File: config.mk
export PLATFORM = sky130hd
export DESIGN_NAME = xbus_seq
export DESIGN_NICKNAME = d
export VERILOG_FILES = /design/src/rtl/pbs_pkg.sv /design/src/rtl/pbs_cmd_table.sv /design/src/rtl/pbs_range_regs.sv /design/src/rtl/pbs_lane_mux.sv /design/src/rtl/xbus_seq.sv
export SDC_FILE = /design/constraint.sdc
export NUM_CORES = 2
export LEC_CHECK = 0
export BUFFER_PORTS_ARGS = -buffer_cell sky130_fd_sc_hd__buf_2
export CAP_MARGIN = 20
export CORE_MARGIN = 4
export CORE_UTILIZATION = 55
export CTS_CLUSTER_SIZE = 12
export DETAILED_ROUTE_END_ITERATION = 8
export MAX_ROUTING_LAYER = met4
export PLACE_DENSITY = 0.77
export SETUP_SLACK_MARGIN = 0.4
export SYNTH_ARGS = -nofsm -noshare
export SYNTH_HDL_FRONTEND = slang
export SYNTH_SLANG_ARGS = --single-unit
File: constraint.sdc
create_clock -name clk -period 9.64 [get_ports clk]
set_input_delay 2.41 -clock clk [delete_from_list [all_inputs] [get_ports clk]]
set_output_delay 2.41 -clock clk [all_outputs]
set_load 0.01 [all_outputs]
File: src/rtl/pbs_pkg.sv
package pbs_pkg;
  localparam int NGRP   = 4;
  localparam int BYTE_W = 8;
  localparam int DQ_W   = NGRP * BYTE_W;
  localparam int NCTRL  = 8;
  localparam int DUR_W  = 8;
  localparam int SRC_W  = $clog2(NGRP);
  localparam int KIND_N = 4;

  // Packed MSB first: control levels sit at the top, duration at the bottom.
  typedef struct packed {
    logic [NCTRL-1:0]           ctl;
    logic [NGRP-1:0][SRC_W-1:0] src;
    logic [NGRP-1:0]            drv;
    logic [NGRP-1:0]            isadr;
    logic                       clk_en;
    logic                       cs_lvl;
    logic [DUR_W-1:0]           dur;
  } seg_word_t;

  localparam int SEG_W = $bits(seg_word_t);

  typedef enum logic [1:0] {
    S_IDLE = 2'd0,
    S_RUN  = 2'd1,
    S_GAP  = 2'd2
  } seq_state_t;
endpackage

File: src/rtl/pbs_cmd_table.sv
module pbs_cmd_table #(
  parameter int DEPTH = 64,
  parameter int WIDTH = 34,
  parameter int AW    = $clog2(DEPTH)
) (
  input  logic             clk,
  input  logic             we,
  input  logic [AW-1:0]    waddr,
  input  logic [WIDTH-1:0] wdata,
  input  logic [AW-1:0]    raddr,
  output logic [WIDTH-1:0] rdata
);
  logic [WIDTH-1:0] mem [DEPTH];

  always_ff @(posedge clk) begin
    if (we) mem[waddr] <= wdata;
  end

  always_ff @(posedge clk) begin
    rdata <= mem[raddr];
  end
endmodule

File: src/rtl/pbs_range_regs.sv
module pbs_range_regs import pbs_pkg::*; #(
  parameter int CS_NUM = 4,
  parameter int IDX_W  = 6,
  parameter int GAP_W  = 8,
  parameter int CS_W   = $clog2(CS_NUM)
) (
  input  logic             clk,
  input  logic             rst,
  input  logic             rng_we,
  input  logic [CS_W-1:0]  rng_cs,
  input  logic [1:0]       rng_kind,
  input  logic [IDX_W-1:0] rng_first,
  input  logic [IDX_W-1:0] rng_last,
  input  logic             gap_we,
  input  logic [CS_W-1:0]  gap_cs,
  input  logic [GAP_W-1:0] gap_len,
  input  logic [CS_W-1:0]  lk_cs,
  input  logic [1:0]       lk_kind,
  output logic [IDX_W-1:0] lk_first,
  output logic [IDX_W-1:0] lk_last,
  input  logic [CS_W-1:0]  gl_cs,
  output logic [GAP_W-1:0] gl_len
);
  localparam int NRNG = CS_NUM * KIND_N;

  logic [IDX_W-1:0] first_q [NRNG];
  logic [IDX_W-1:0] last_q  [NRNG];
  logic [GAP_W-1:0] gap_q   [CS_NUM];

  always_ff @(posedge clk) begin
    if (rst) begin
      for (int i = 0; i < NRNG; i++) begin
        first_q[i] <= '0;
        last_q[i]  <= '0;
      end
    end else if (rng_we) begin
      first_q[{rng_cs, rng_kind}] <= rng_first;
      last_q[{rng_cs, rng_kind}]  <= rng_last;
    end
  end

  always_ff @(posedge clk) begin
    if (rst) begin
      for (int i = 0; i < CS_NUM; i++) gap_q[i] <= '0;
    end else if (gap_we) begin
      gap_q[gap_cs] <= gap_len;
    end
  end

  assign lk_first = first_q[{lk_cs, lk_kind}];
  assign lk_last  = last_q[{lk_cs, lk_kind}];
  assign gl_len   = gap_q[gl_cs];
endmodule

File: src/rtl/pbs_lane_mux.sv
module pbs_lane_mux import pbs_pkg::*; (
  input  seg_word_t         word,
  input  logic [DQ_W-1:0]   addr,
  input  logic [DQ_W-1:0]   wdata,
  output logic [DQ_W-1:0]   dq
);
  for (genvar g = 0; g < NGRP; g++) begin : g_lane
    logic [DQ_W-1:0] pick;
    assign pick = word.isadr[g] ? addr : wdata;
    assign dq[g*BYTE_W +: BYTE_W] = pick[word.src[g]*BYTE_W +: BYTE_W];
  end
endmodule

File: src/rtl/xbus_seq.sv
module xbus_seq import pbs_pkg::*; #(
  parameter int CS_NUM    = 4,
  parameter int TBL_DEPTH = 64,
  parameter int GAP_W     = 8,
  parameter int IDX_W     = $clog2(TBL_DEPTH),
  parameter int CS_W      = $clog2(CS_NUM)
) (
  input  logic              clk,
  input  logic              rst,
  input  logic              tbl_we,
  input  logic [IDX_W-1:0]  tbl_idx,
  input  logic [SEG_W-1:0]  tbl_word,
  input  logic              rng_we,
  input  logic [CS_W-1:0]   rng_cs,
  input  logic [1:0]        rng_kind,
  input  logic [IDX_W-1:0]  rng_first,
  input  logic [IDX_W-1:0]  rng_last,
  input  logic              gap_we,
  input  logic [CS_W-1:0]   gap_cs,
  input  logic [GAP_W-1:0]  gap_len,
  input  logic [NCTRL-1:0]  ctl_invert,
  input  logic [NCTRL-1:0]  ctl_drive,
  input  logic              req_valid,
  input  logic [CS_W-1:0]   req_cs,
  input  logic              req_write,
  input  logic              req_cont,
  input  logic [DQ_W-1:0]   req_addr,
  input  logic [DQ_W-1:0]   req_wdata,
  output logic              ready,
  output logic              done,
  output logic [DQ_W-1:0]   rd_data,
  output logic              cs_pin,
  output logic              clk_gate,
  output logic [NCTRL-1:0]  ctl_out,
  output logic [NCTRL-1:0]  ctl_oe,
  output logic [NGRP-1:0]   grp_is_addr,
  output logic [NGRP-1:0]   dq_oe,
  output logic [DQ_W-1:0]   dq_out,
  input  logic [DQ_W-1:0]   dq_in
);
  seq_state_t       state_q;
  logic [IDX_W-1:0] idx_q, end_q;
  logic [DUR_W-1:0] cnt_q;
  logic [GAP_W-1:0] gap_cnt_q;
  logic [CS_W-1:0]  cs_q, prev_cs_q;
  logic             prev_wr_q, prev_ok_q;
  logic [DQ_W-1:0]  addr_q, wdata_q;
  logic             done_q;

  logic [SEG_W-1:0] tbl_rdata;
  seg_word_t        cur;
  logic [IDX_W-1:0] rd_idx;
  logic [IDX_W-1:0] lk_first, lk_last;
  logic [GAP_W-1:0] cs_gap;
  logic             accept, cont_ok, running, seg_end, last_seg;
  logic [DUR_W-1:0] seg_top;

  assign cur     = seg_word_t'(tbl_rdata);
  assign running = (state_q == S_RUN);
  assign accept  = (state_q == S_IDLE) && req_valid;
  assign cont_ok = req_cont && prev_ok_q && (prev_cs_q == req_cs) && (prev_wr_q == req_write);
  assign seg_top = (cur.dur == '0) ? '0 : cur.dur - 1'b1;
  assign seg_end = running && (cnt_q == seg_top);
  assign last_seg = (idx_q == end_q);

  // The table is read every clock; the held index keeps the word steady.
  always_comb begin
    if (accept)                 rd_idx = lk_first;
    else if (seg_end && !last_seg) rd_idx = idx_q + 1'b1;
    else                        rd_idx = idx_q;
  end

  pbs_cmd_table #(.DEPTH(TBL_DEPTH), .WIDTH(SEG_W), .AW(IDX_W)) u_tbl (
    .clk   (clk),
    .we    (tbl_we),
    .waddr (tbl_idx),
    .wdata (tbl_word),
    .raddr (rd_idx),
    .rdata (tbl_rdata)
  );

  pbs_range_regs #(.CS_NUM(CS_NUM), .IDX_W(IDX_W), .GAP_W(GAP_W), .CS_W(CS_W)) u_rng (
    .clk       (clk),
    .rst       (rst),
    .rng_we    (rng_we),
    .rng_cs    (rng_cs),
    .rng_kind  (rng_kind),
    .rng_first (rng_first),
    .rng_last  (rng_last),
    .gap_we    (gap_we),
    .gap_cs    (gap_cs),
    .gap_len   (gap_len),
    .lk_cs     (req_cs),
    .lk_kind   ({req_write, cont_ok}),
    .lk_first  (lk_first),
    .lk_last   (lk_last),
    .gl_cs     (cs_q),
    .gl_len    (cs_gap)
  );

  always_ff @(posedge clk) begin
    if (rst) begin
      state_q   <= S_IDLE;
      idx_q     <= '0;
      end_q     <= '0;
      cnt_q     <= '0;
      gap_cnt_q <= '0;
      cs_q      <= '0;
      addr_q    <= '0;
      wdata_q   <= '0;
      prev_cs_q <= '0;
      prev_wr_q <= 1'b0;
      prev_ok_q <= 1'b0;
      done_q    <= 1'b0;
    end else begin
      done_q <= 1'b0;
      unique case (state_q)
        S_IDLE: begin
          if (accept) begin
            state_q   <= S_RUN;
            idx_q     <= lk_first;
            end_q     <= lk_last;
            cnt_q     <= '0;
            cs_q      <= req_cs;
            addr_q    <= req_addr;
            wdata_q   <= req_wdata;
            prev_cs_q <= req_cs;
            prev_wr_q <= req_write;
            prev_ok_q <= 1'b1;
          end
        end
        S_RUN: begin
          if (seg_end) begin
            cnt_q <= '0;
            if (last_seg) begin
              done_q <= 1'b1;
              if (cs_gap != '0) begin
                state_q   <= S_GAP;
                gap_cnt_q <= cs_gap;
              end else begin
                state_q <= S_IDLE;
              end
            end else begin
              idx_q <= idx_q + 1'b1;
            end
          end else begin
            cnt_q <= cnt_q + 1'b1;
          end
        end
        S_GAP: begin
          if (gap_cnt_q <= 1) state_q <= S_IDLE;
          else                gap_cnt_q <= gap_cnt_q - 1'b1;
        end
        default: state_q <= S_IDLE;
      endcase
    end
  end

  // Per-group capture of sampled data bytes at segment end.
  logic [BYTE_W-1:0] cap_q [NGRP];
  for (genvar g = 0; g < NGRP; g++) begin : g_cap
    always_ff @(posedge clk) begin
      if (rst || accept)
        cap_q[g] <= '0;
      else if (seg_end && !cur.drv[g] && !cur.isadr[g])
        cap_q[g] <= dq_in[g*BYTE_W +: BYTE_W];
    end
    assign rd_data[g*BYTE_W +: BYTE_W] = cap_q[g];
  end

  logic [DQ_W-1:0] lane_dq;
  pbs_lane_mux u_lane (
    .word  (cur),
    .addr  (addr_q),
    .wdata (wdata_q),
    .dq    (lane_dq)
  );

  assign ready       = (state_q == S_IDLE);
  assign done        = done_q;
  assign cs_pin      = running ? cur.cs_lvl : 1'b1;
  assign clk_gate    = running & cur.clk_en;
  assign ctl_out     = (running ? cur.ctl : '0) ^ ctl_invert;
  assign ctl_oe      = ctl_drive;
  assign grp_is_addr = running ? cur.isadr : '0;
  assign dq_oe       = running ? cur.drv : '0;
  assign dq_out      = lane_dq;
endmodule

==> results.py <==
metrics = {
    "synthesis": {
        "synth_top_area_share_pct": 69.2,
        "yosysWarningCount": 0,
        "synth_edf_count": 2432,
        "syn_inst": 6974,
        "synthFlopType": "edfxtp_1",
        "synth_most_common_cell": "edfxtp_1",
        "synth.distinct_cells": 79,
        "ys_seq_area_share_pct": 71.8,
        "async_flop_share_pct": 0,
        "synth_top_area_cell": "edfxtp_1",
        "syn_nets": 7167,
        "synth_common_cells": "edfxtp_1 (2432), nand2_1 (1057), mux2i_1 (624)",
        "synth-seq-cells": 2567,
        "synth.avg_cell_area_um2": 15.1,
        "synth.area.top_cells": "edfxtp_1 (69%), mux2i_1 (5.9%), nand2_1 (3.8%)",
        "netlist_area_um2": 106000,
    },
    "placement": {
        "io_buffers": 263,
        "placed_area_um2": 110000,
        "place_ws_ps": 1200,
        "placed_cells": 9456,
        "dp_hpwl_um": 169000,
        "place.gp.congestion": 0.881,
    },
    "sta": {
        "worst_pin_slew_ps": 1200,
        "fmax_mhz": 132,
        "setup_ws_ps": 2040,
        "clock_skew_ps": 61.9,
        "min_period_ps": 7600,
        "hold_viol": 0,
        "fin_tns_setup_ps": 0,
        "period_share_pct": 78.8,
        "rsz0062_at_grt": "false",
        "setup_viol": 0,
        "maxSlewViolCount": 0,
        "slew_headroom_pct": 19.6,
        "hold_slack_ps": 478,
    },
    "global_route": {
        "grt_pass1_wl_um": 428000,
        "antenna_found_initial": 28,
        "grt_pass1_vias": 63200,
        "grt_util_all_layers_pct": 30.3,
        "gr-total-overflow": 0,
        "grt_max_degree": 131,
    },
    "clock_network": {
        "cts_tree": "yes",
        "htree_levels": 5,
        "clock_sink_count": 2567,
        "cts_setup_buffers": 0,
        "cts_buffers": 279,
        "cts_resized": 0,
        "clk_pin_slew_worst_paths_ps": 60,
        "clock_path_buffers": 4,
        "insertion_delay_ps": 930,
        "cts_root_buffer": "clkbuf_16",
        "hold_buffers": 0,
    },
    "detailed_routing": {
        "drt_wl_total_um": 299000,
        "viasPerCell": 6.59,
        "drt_iter0_markers": 10100,
        "dr.pass1.iters": 8,
        "ant_nets": 0,
        "num_vias": 65500,
        "drc": 0,
        "wl_per_cell_um": 30.1,
    },
    "floorplan": {
        "die_area_um2": 199000,
        "io_pins": 280,
        "die_w_um": 446,
        "num_rows": 160,
        "core_area_um2": 190000,
        "initial_core_util_pct": 55.4,
        "die_h_um": 446,
    },
    "finish": {
        "fin_cells": 9943,
        "final_area_um2": 119000,
        "area_delta_synth_final_pct": 12.6,
        "fin_nets": 7441,
        "fin_util_pct": 62.4,
        "drive_gt1_share_pct": 16.6,
    },
    "worst_setup_path": {
        "crit_fanout": 35,
        "worstSetupStartpoint": "req_cs[0]",
        "critical_path_class": "in -> reg",
        "end_kind": "flip-flop",
        "crit_arrival_ps": 8390,
        "worstSetupStartpointType": "primary input",
        "required_ps": 10430,
        "crit-reg2reg-launch": "u_tbl.rdata[0]$_DFF_P_",
    },
    "worst_hold_path": {
        "min-delay-start": "prev_ok_q$_SDFFE_PP0P_",
        "hold_path.class": "reg -> reg",
    },
    "status": {
        "status": "finished, final reports clean",
    },
    "pwr": {
        "p_leak_nw": 41.8,
        "power-per-cell-area_nw_per_um2": 229,
        "power_mw": 27.2,
        "vdd_drop_max_uv": 194,
    },
    "run": {
        "cap_violations": 0,
    },
}
## power breakdown
part	switching (mW)	leakage (nW)	internal, mW
Sequential	0.316	23.2	12.4
Combinational	3.08	14.7	1.67
Clock	4.09	3.91	5.62
Total	7.48	41.8	19.7
## registers in the layout, indices dropped and copies added, names as in the netlist, 8 cells and up, named ones only
name,flops
addr_q,32
u_rng.first_q,96
u_rng.gap_q,32
u_tbl.mem,2176
cnt_q,8
u_rng.last_q,96
cap_q,32
gap_cnt_q,8
wdata_q,32
u_tbl.rdata,34
## placed cells by master, fill, tap and decap left out, types with 23 or more instances in the layout
cell | netlist | final
o211ai_1 | 88 | 88
nand2_1 | 1057 | 1056
or4_1 | 25 | 24
a31oi_1 | 64 | 62
mux2i_1 | 624 | 624
buf_4 | 28 | 171
mux2_2 | 113 | 112
o221ai_1 | 34 | 34
and2_1 | 268 | 268
inv_1 | 41 | 41
or2_2 | 23 | 23
and3_1 | 37 | 37
a32oi_1 | 51 | 51
nor3_1 | 58 | 52
nor2_1 | 131 | 63
buf_2 | 153 | 263
mux4_2 | 127 | 127
edfxtp_1 | 2432 | 2432
mux2_1 | 100 | 100
nor2_4 | 0 | 66
a21oi_1 | 168 | 167
clkbuf_1 | 232 | 99
nand3_1 | 350 | 350
a211oi_1 | 70 | 70
nand4_1 | 36 | 36
buf_12 | 0 | 36
a311oi_1 | 29 | 29
diode_2 | 0 | 23
dfxtp_1 | 135 | 134
o22ai_1 | 94 | 93
o221a_2 | 63 | 63
clkbuf_16 | 0 | 289
## path summary, 6_finish.rpt
| kind | depth (start not counted) | end | slack (ps) |
|---|---|---|---|
| setup / recovery | 13 | u_tbl.rdata[3]$_DFF_P_ | 2040 |
| hold / removal | 2 | prev_ok_q$_SDFFE_PP0P_ | 480 |
| setup reg to reg | 14 | u_tbl.rdata[3]$_DFF_P_ | 2980 |
| hold reg to reg | 2 | prev_ok_q$_SDFFE_PP0P_ | 480 |
## logic make-up (layout without fill, tap and decap cells)
kind of cell,Yosys count,after routing,share of synthesized area (%)
flip-flops,2567,2567,71.8
AND/OR/NAND/NOR,2058,2058,8.97
multiplexers,965,965,10.9
AO/OA/AOI/OAI,829,829,5.91
buffers and inverters,525,960,2.18
XOR/XNOR,25,25,0.207
adder cells (fa/ha/maj),5,5,0.0593
other,0,23,0
## critical path: stages
cell,delay (ps)
buf_2,120
buf_4,410
xor2_1,120
or4_2,1100
mux4_2,630
nor3_1,210
nor3_1,150
mux2i_4,720
nand2_2,790
o22ai_1,360
nor3_1,70
or4_1,790
a221o_1,430
## layer usage
layer  global-route usage, %  vias to the layer above  part of all wire [%]
met3                    7.25                      937                    13
met5                       -                        -                     0
met2                    45.4                     4774                    46
met1                    39.8                    32400                    36
met4                    13.6                        0                   5.3
li1                        -                    27400                     -
## final cells by class
cell class	instances	area, um^2
Timing Repair Buffer	477	3470
Multi-Input combinational cell	3882	28300
Fill cell	13300	71500
Clock buffer	402	7800
Sequential cell	2567	75700
Antenna cell	23	57.6
Clock inverter	40	249
Tap cell	2511	3140
Inverter	41	154
Note: power is estimated with default switching activity, not from simulation.
